===== config.mk =====
export PLATFORM = sky130hd
export DESIGN_NAME = xw_expander
export DESIGN_NICKNAME = d
export VERILOG_FILES = /design/src/rtl/xw_pkg.sv /design/src/rtl/xw_regs.sv /design/src/rtl/xw_match.sv /design/src/rtl/xw_select.sv /design/src/rtl/xw_expander.sv
export SDC_FILE = /design/constraint.sdc
export NUM_CORES = 1
export LEC_CHECK = 0
export BUFFER_PORTS_ARGS = -buffer_cell sky130_fd_sc_hd__buf_2
export CORE_UTILIZATION = 50
export DETAILED_ROUTE_END_ITERATION = 16
export PLACE_DENSITY = 0.8
export SYNTH_ARGS = -nofsm -noshare
export SYNTH_HDL_FRONTEND = slang
export SYNTH_SLANG_ARGS = --single-unit

===== constraint.sdc =====
create_clock -name clk -period 2.85 [get_ports clk]
set_input_delay 0.7125 -clock clk [delete_from_list [all_inputs] [get_ports clk]]
set_output_delay 0.7125 -clock clk [all_outputs]
set_load 0.01 [all_outputs]

===== src/rtl/xw_pkg.sv =====
package xw_pkg;
    localparam int CPU_AW    = 16;
    localparam int PAGE_BITS = 13;
    localparam int SEL_W     = CPU_AW - PAGE_BITS;
    localparam int XA_W      = 6;
    localparam int NUM_WIN   = 2;
    localparam int RA_W      = 3;
    localparam int RD_W      = 8;
    localparam int FIELD_STEP = 4;

    localparam logic [RA_W-1:0] REG_SIZE  = 3'd0;
    localparam logic [RA_W-1:0] REG_BASE  = 3'd1;
    localparam logic [RA_W-1:0] REG_BANK0 = 3'd2;
    localparam logic [RA_W-1:0] REG_PINS  = 3'd4;

    typedef enum logic [1:0] {
        WSZ_OFF = 2'd0,
        WSZ_8K  = 2'd1,
        WSZ_16K = 2'd2,
        WSZ_32K = 2'd3
    } wsize_e;

    typedef struct packed {
        wsize_e            size;
        logic [SEL_W-1:0]  base;
        logic [XA_W-1:0]   bank;
    } win_cfg_t;

    // Page bits that must match the base for a given window size.
    function automatic logic [SEL_W-1:0] page_mask(input wsize_e s);
        logic [SEL_W-1:0] m;
        case (s)
            WSZ_8K:  m = {SEL_W{1'b1}};
            WSZ_16K: m = {{(SEL_W-1){1'b1}}, 1'b0};
            WSZ_32K: m = {{(SEL_W-2){1'b1}}, 2'b00};
            default: m = '0;
        endcase
        return m;
    endfunction
endpackage


===== src/rtl/xw_regs.sv =====
module xw_regs
    import xw_pkg::*;
#(
    parameter int N_WIN = NUM_WIN
) (
    input  logic                       clk,
    input  logic                       rst,
    input  logic                       wr,
    input  logic [RA_W-1:0]            addr,
    input  logic [RD_W-1:0]            wdata,
    output logic [RD_W-1:0]            rdata,
    output win_cfg_t [N_WIN-1:0]       cfg,
    output logic [XA_W-1:0]            pin_en
);
    wsize_e           size_q [N_WIN];
    logic [SEL_W-1:0] base_q [N_WIN];
    logic [XA_W-1:0]  bank_q [N_WIN];
    logic [XA_W-1:0]  pin_q;

    always_ff @(posedge clk) begin
        if (rst) begin
            for (int w = 0; w < N_WIN; w++) begin
                size_q[w] <= WSZ_OFF;
                base_q[w] <= '0;
                bank_q[w] <= '0;
            end
            pin_q <= '0;
        end else if (wr) begin
            for (int w = 0; w < N_WIN; w++) begin
                if (addr == REG_SIZE)
                    size_q[w] <= wsize_e'(wdata[FIELD_STEP*w +: 2]);
                if (addr == REG_BASE)
                    base_q[w] <= wdata[FIELD_STEP*w +: SEL_W];
                if (addr == REG_BANK0 + RA_W'(w))
                    bank_q[w] <= wdata[XA_W-1:0];
            end
            if (addr == REG_PINS)
                pin_q <= wdata[XA_W-1:0];
        end
    end

    always_comb begin
        rdata = '0;
        for (int w = 0; w < N_WIN; w++) begin
            if (addr == REG_SIZE)
                rdata[FIELD_STEP*w +: 2] = size_q[w];
            if (addr == REG_BASE)
                rdata[FIELD_STEP*w +: SEL_W] = base_q[w];
            if (addr == REG_BANK0 + RA_W'(w))
                rdata[XA_W-1:0] = bank_q[w];
        end
        if (addr == REG_PINS)
            rdata[XA_W-1:0] = pin_q;
    end

    generate
        for (genvar g = 0; g < N_WIN; g++) begin : g_cfg
            assign cfg[g] = '{size: size_q[g], base: base_q[g], bank: bank_q[g]};
        end
    endgenerate
    assign pin_en = pin_q;
endmodule


===== src/rtl/xw_match.sv =====
module xw_match
    import xw_pkg::*;
(
    input  win_cfg_t          cfg,
    input  logic [SEL_W-1:0]  page,
    output logic              hit,
    output logic [XA_W-1:0]   xa_raw
);
    logic [SEL_W-1:0] mask;

    always_comb begin
        mask   = page_mask(cfg.size);
        hit    = (cfg.size != WSZ_OFF) && (((page ^ cfg.base) & mask) == '0);
        xa_raw = cfg.bank;
        xa_raw[SEL_W-1:0] = (cfg.bank[SEL_W-1:0] & mask) | (page & ~mask);
    end
endmodule


===== src/rtl/xw_select.sv =====
module xw_select
    import xw_pkg::*;
#(
    parameter int N_WIN = NUM_WIN
) (
    input  logic [N_WIN-1:0]             hit,
    input  logic [N_WIN-1:0][XA_W-1:0]   xa_raw,
    input  logic [XA_W-1:0]              pin_en,
    output logic [N_WIN-1:0]             win_hit,
    output logic [XA_W-1:0]              xa
);
    logic [XA_W-1:0] xa_sel;

    // Lowest-numbered window has priority: scan from the top down.
    always_comb begin
        win_hit = '0;
        xa_sel  = '0;
        for (int w = N_WIN - 1; w >= 0; w--) begin
            if (hit[w]) begin
                win_hit    = '0;
                win_hit[w] = 1'b1;
                xa_sel     = xa_raw[w];
            end
        end
        xa = xa_sel & pin_en;
    end
endmodule


===== src/rtl/xw_expander.sv =====
module xw_expander
    import xw_pkg::*;
(
    input  logic                  clk,
    input  logic                  rst,
    input  logic [CPU_AW-1:0]     cpu_addr,
    input  logic                  reg_wr,
    input  logic [RA_W-1:0]       reg_addr,
    input  logic [RD_W-1:0]       reg_wdata,
    output logic [RD_W-1:0]       reg_rdata,
    output logic [PAGE_BITS-1:0]  addr_lo,
    output logic [XA_W-1:0]       xa,
    output logic [NUM_WIN-1:0]    win_hit
);
    win_cfg_t [NUM_WIN-1:0]            cfg;
    logic [XA_W-1:0]                   pin_en;
    logic [NUM_WIN-1:0]                hit;
    logic [NUM_WIN-1:0][XA_W-1:0]      xa_raw;

    xw_regs #(.N_WIN(NUM_WIN)) u_regs (
        .clk    (clk),
        .rst    (rst),
        .wr     (reg_wr),
        .addr   (reg_addr),
        .wdata  (reg_wdata),
        .rdata  (reg_rdata),
        .cfg    (cfg),
        .pin_en (pin_en)
    );

    generate
        for (genvar g = 0; g < NUM_WIN; g++) begin : g_win
            xw_match u_match (
                .cfg    (cfg[g]),
                .page   (cpu_addr[CPU_AW-1:PAGE_BITS]),
                .hit    (hit[g]),
                .xa_raw (xa_raw[g])
            );
        end
    endgenerate

    xw_select #(.N_WIN(NUM_WIN)) u_sel (
        .hit     (hit),
        .xa_raw  (xa_raw),
        .pin_en  (pin_en),
        .win_hit (win_hit),
        .xa      (xa)
    );

    assign addr_lo = cpu_addr[PAGE_BITS-1:0];
endmodule


==> impl_metrics.json <==
{
  "finalSetupTns_ns": 0,
  "design.die.area_sq_um": 3790,
  "start_util": 0.527,
  "drive_gt1_frac": 0.253,
  "core_sq_um": 3360,
  "dp_hpwl_mm": 3.25,
  "skew_ns": 0,
  "max-clock-path-buffers": 2,
  "die_w_um": 61.5,
  "via_per_inst": 5.81,
  "place.gp.congestion": 0.854,
  "fin_crit_sh": 0.974,
  "p_clk_frac": 0.201,
  "cp_slowest_cell": "edfxtp_1",
  "timing.rr.end": "u_regs.pin_en[2]$_SDFFE_PP0P_",
  "synth_cell_types": 36,
  "status": "finished, final reports clean",
  "crit_arrival_ns": 2.06,
  "die_height_um": 61.5,
  "synth.yosys.seq_area_share": 0.440,
  "routed_wl_mm": 3.99,
  "maxCapViolations": 0,
  "fillers": 324,
  "num-nets-final": 222,
  "p_int_mw": 0.594,
  "antenna_found_initial": 0,
  "cts_tree": "done",
  "clock-sinks": 28,
  "grt_pass1_wl_mm": 6.00,
  "grt_max_degree": 17,
  "swShare": 0.270,
  "min_from": "u_regs.pin_en[0]$_SDFFE_PP0P_",
  "ys.warnings.count": 0,
  "vdd_drop_max_mv": 0.333,
  "cts_resized": 0,
  "area_growth_pct": 6.42,
  "antenna_left": 0,
  "net-switching-power_mw": 0.220,
  "firstDrtPassIters": 4,
  "io_pins": 59,
  "setup_violations": 0,
  "hold_ws_ns": 0.577,
  "drt_iter0_drc": 77,
  "start_kind": "register",
  "grt.overflow.total": 0,
  "drc_errors": 0,
  "r2r-start": "u_regs.pin_en[2]$_SDFFE_PP0P_",
  "seq_area_sq_um": 781,
  "critical_path_required_ns": 2.14,
  "syn_avg_cell_area_sq_um": 10.4,
  "max_slew_margin": 0.606,
  "cts_buffers": 3,
  "yosys.area.top_type": "edfxtp_1",
  "startpoint": "u_regs.size_q[0][0]$_SDFFCE_PN0P_",
  "r2r_slack_ns": 2.16,
  "path_class": "reg -> out",
  "reg2reg_depth": 2,
  "insertion_delay_ns": 0.32,
  "hold_viol_final": 0,
  "path_max_fanout": 8,
  "num_rows": 21,
  "root_buffer": "clkbuf_4",
  "postCtsSetupRepairBufs": 0,
  "crit_chain": "ha_1, a211o_1, or2_1, a41o_1, buf_2",
  "synth_area_leaders": "edfxtp_1 (37%), dfxtp_1 (6.8%), and2_1 (6.4%), buf_4 (6.4%), mux2i_1 (5.1%)",
  "wl_per_cell_um": 17.2,
  "syn_nets": 205,
  "timing.final.crit_period_ns": 2.78,
  "syn_inst": 170,
  "cts_hold_buffers": 0,
  "hold_depth": 2,
  "multi_input_area_sq_um": 801,
  "htreeDepth": 1,
  "syn_area_sq_um": 1770,
  "power.density_nw_per_um2": 432,
  "hold-path-endpoint": "u_regs.pin_en[0]$_SDFFE_PP0P_",
  "synth_top_area_frac": 0.373,
  "synth_seq_cells": 28,
  "grt_usage": 0.220,
  "rsz0062_at_grt": "false",
  "slew_viol_final": 0,
  "timing.fmax_mhz": 360,
  "portBuffers": 30,
  "first_global_vias": 1261,
  "cp-end-kind": "output port",
  "slowest_delay_ns": 0.45,
  "clkTransAtPathRegs_ns": 0.13,
  "antennaDiodeCount": 0,
  "hp-class": "reg -> reg",
  "leakage_nw": 0.808,
  "worst_pin_slew_ns": 0.589,
  "comb_power_share": 0.204,
  "vias": 1349,
  "power_frac_seq": 0.594
}
[final cells by class]
cell class / instances / area share
Multi-Input combinational cell: 109 / 0.424
Inverter: 11 / 0.0219
Tap cell: 46 / 0.0305
Clock buffer: 4 / 0.0139
Sequential cell: 28 / 0.414
Timing Repair Buffer: 34 / 0.0955
[synthesized netlist by cell type, drive strengths merged]
library cell  instances
nand2b                2
a21o                  1
a31oi                 3
o31ai                 3
xnor2                 1
nand2                 6
and2                 19
mux2                  6
clkbuf                3
mux2i                 9
a2bb2oi               1
nor2b                 1
a21oi                 4
buf                  19
dfxtp                 6
a41o                  3
a211o                 1
nand3                 7
o21bai                3
conb                  1
inv                  11
and3                  1
nor3b                 1
or2                   1
nor2                 10
mux4                  3
ha                    5
o21ai                 4
o22ai                 2
nor3                  5
xor2                  5
nor4                  1
edfxtp               22
[how the worst max path moves through the flow]
stage | to | slack, ns | cells past startpoint
after floorplan | xa[3] | 0.32 | 5
after global placement | xa[5] | 0.12 | 6
after detailed placement | xa[5] | 0.08 | 6
after CTS | xa[5] | 0.08 | 6
after global routing | xa[3] | 0.02 | 5
final | xa[4] | 0.07 | 5
[logic make-up (layout without fill, tap and decap cells)]
logic type / after synthesis / in the layout / synth area share
AND/OR/NAND/NOR: 54 / 54 / 0.161
buffers and inverters: 33 / 49 / 0.108
flip-flops: 28 / 28 / 0.440
AO/OA/AOI/OAI: 25 / 25 / 0.0967
multiplexers: 18 / 18 / 0.127
XOR/XNOR: 6 / 6 / 0.0296
adder cells (fa/ha/maj): 5 / 5 / 0.0353
other: 1 / 1 / 0.00212
[layout by cell type (no fill, tap or decap)]
cell type,synthesis,layout
a211o_1,1,1
dfxtp_1,6,6
mux2i_1,9,9
or2_1,1,1
mux4_2,3,3
o31ai_1,3,3
conb_1,1,1
nor2_1,10,10
ha_1,5,5
o22ai_1,2,2
o21bai_1,3,3
nor2b_1,1,1
a31oi_1,3,3
a21oi_1,4,4
clkbuf_1,3,1
a21o_1,1,1
nor3_1,5,5
inv_1,11,11
nor4_1,1,1
nand2b_1,2,2
clkbuf_4,0,3
and2_1,18,18
nand3_1,7,7
a41o_1,3,3
nor3b_1,1,1
buf_4,15,4
edfxtp_1,22,22
xor2_1,5,5
o21ai_0,4,4
mux2_2,6,6
nand2_1,6,6
xnor2_1,1,1
a2bb2oi_1,1,1
and2_2,1,1
buf_2,3,30
and3_1,1,1
[flip-flops by register name (all words and copies together) (netlist names)]
signal,flops
u_regs.bank_q,12
u_regs.base_q,6
u_regs.pin_en,6
u_regs.size_q,4
[metal layers]
metal  track usage  vias up  share of wire
li1              -      624              -
met1         0.286      634           0.40
met2         0.384       69           0.50
met3        0.0147       22          0.075
met4        0.0825        0          0.026
met5             0        -              0
[critical path: cells and delay by family, from the launching register on]
kind	cells	cell delay (ns)
AOI/OAI and AO/OA	2	0.56
adders and majority gates	1	0.25
buffers and inverters	1	0.14
DFF	1	0.45
and+or+nand+nor	1	0.35
[per-stage QoR]
stage,instance area [sq um],cells,util,power (mW),setup slack [ns]
after floorplan,1770,170,-,0.615,0.323
after global placement,1860,228,0.553,0.649,0.115
after detailed placement,1860,228,0.553,0.659,0.0834
after CTS,1890,232,0.561,0.813,0.0812
after global routing,1890,232,0.561,0.847,0.0193
final,1890,232,0.561,0.815,0.0747
[power by group through the flow]
stage                     sequential, mW  combinational [mW]  clock, mW
after floorplan                    0.483               0.132          0
after global placement             0.490               0.158          0
after detailed placement           0.492               0.166          0
after CTS                          0.483               0.167      0.164
after global routing               0.486               0.183      0.178
final                              0.484               0.166      0.164
Power figures use the tool's default switching activity.
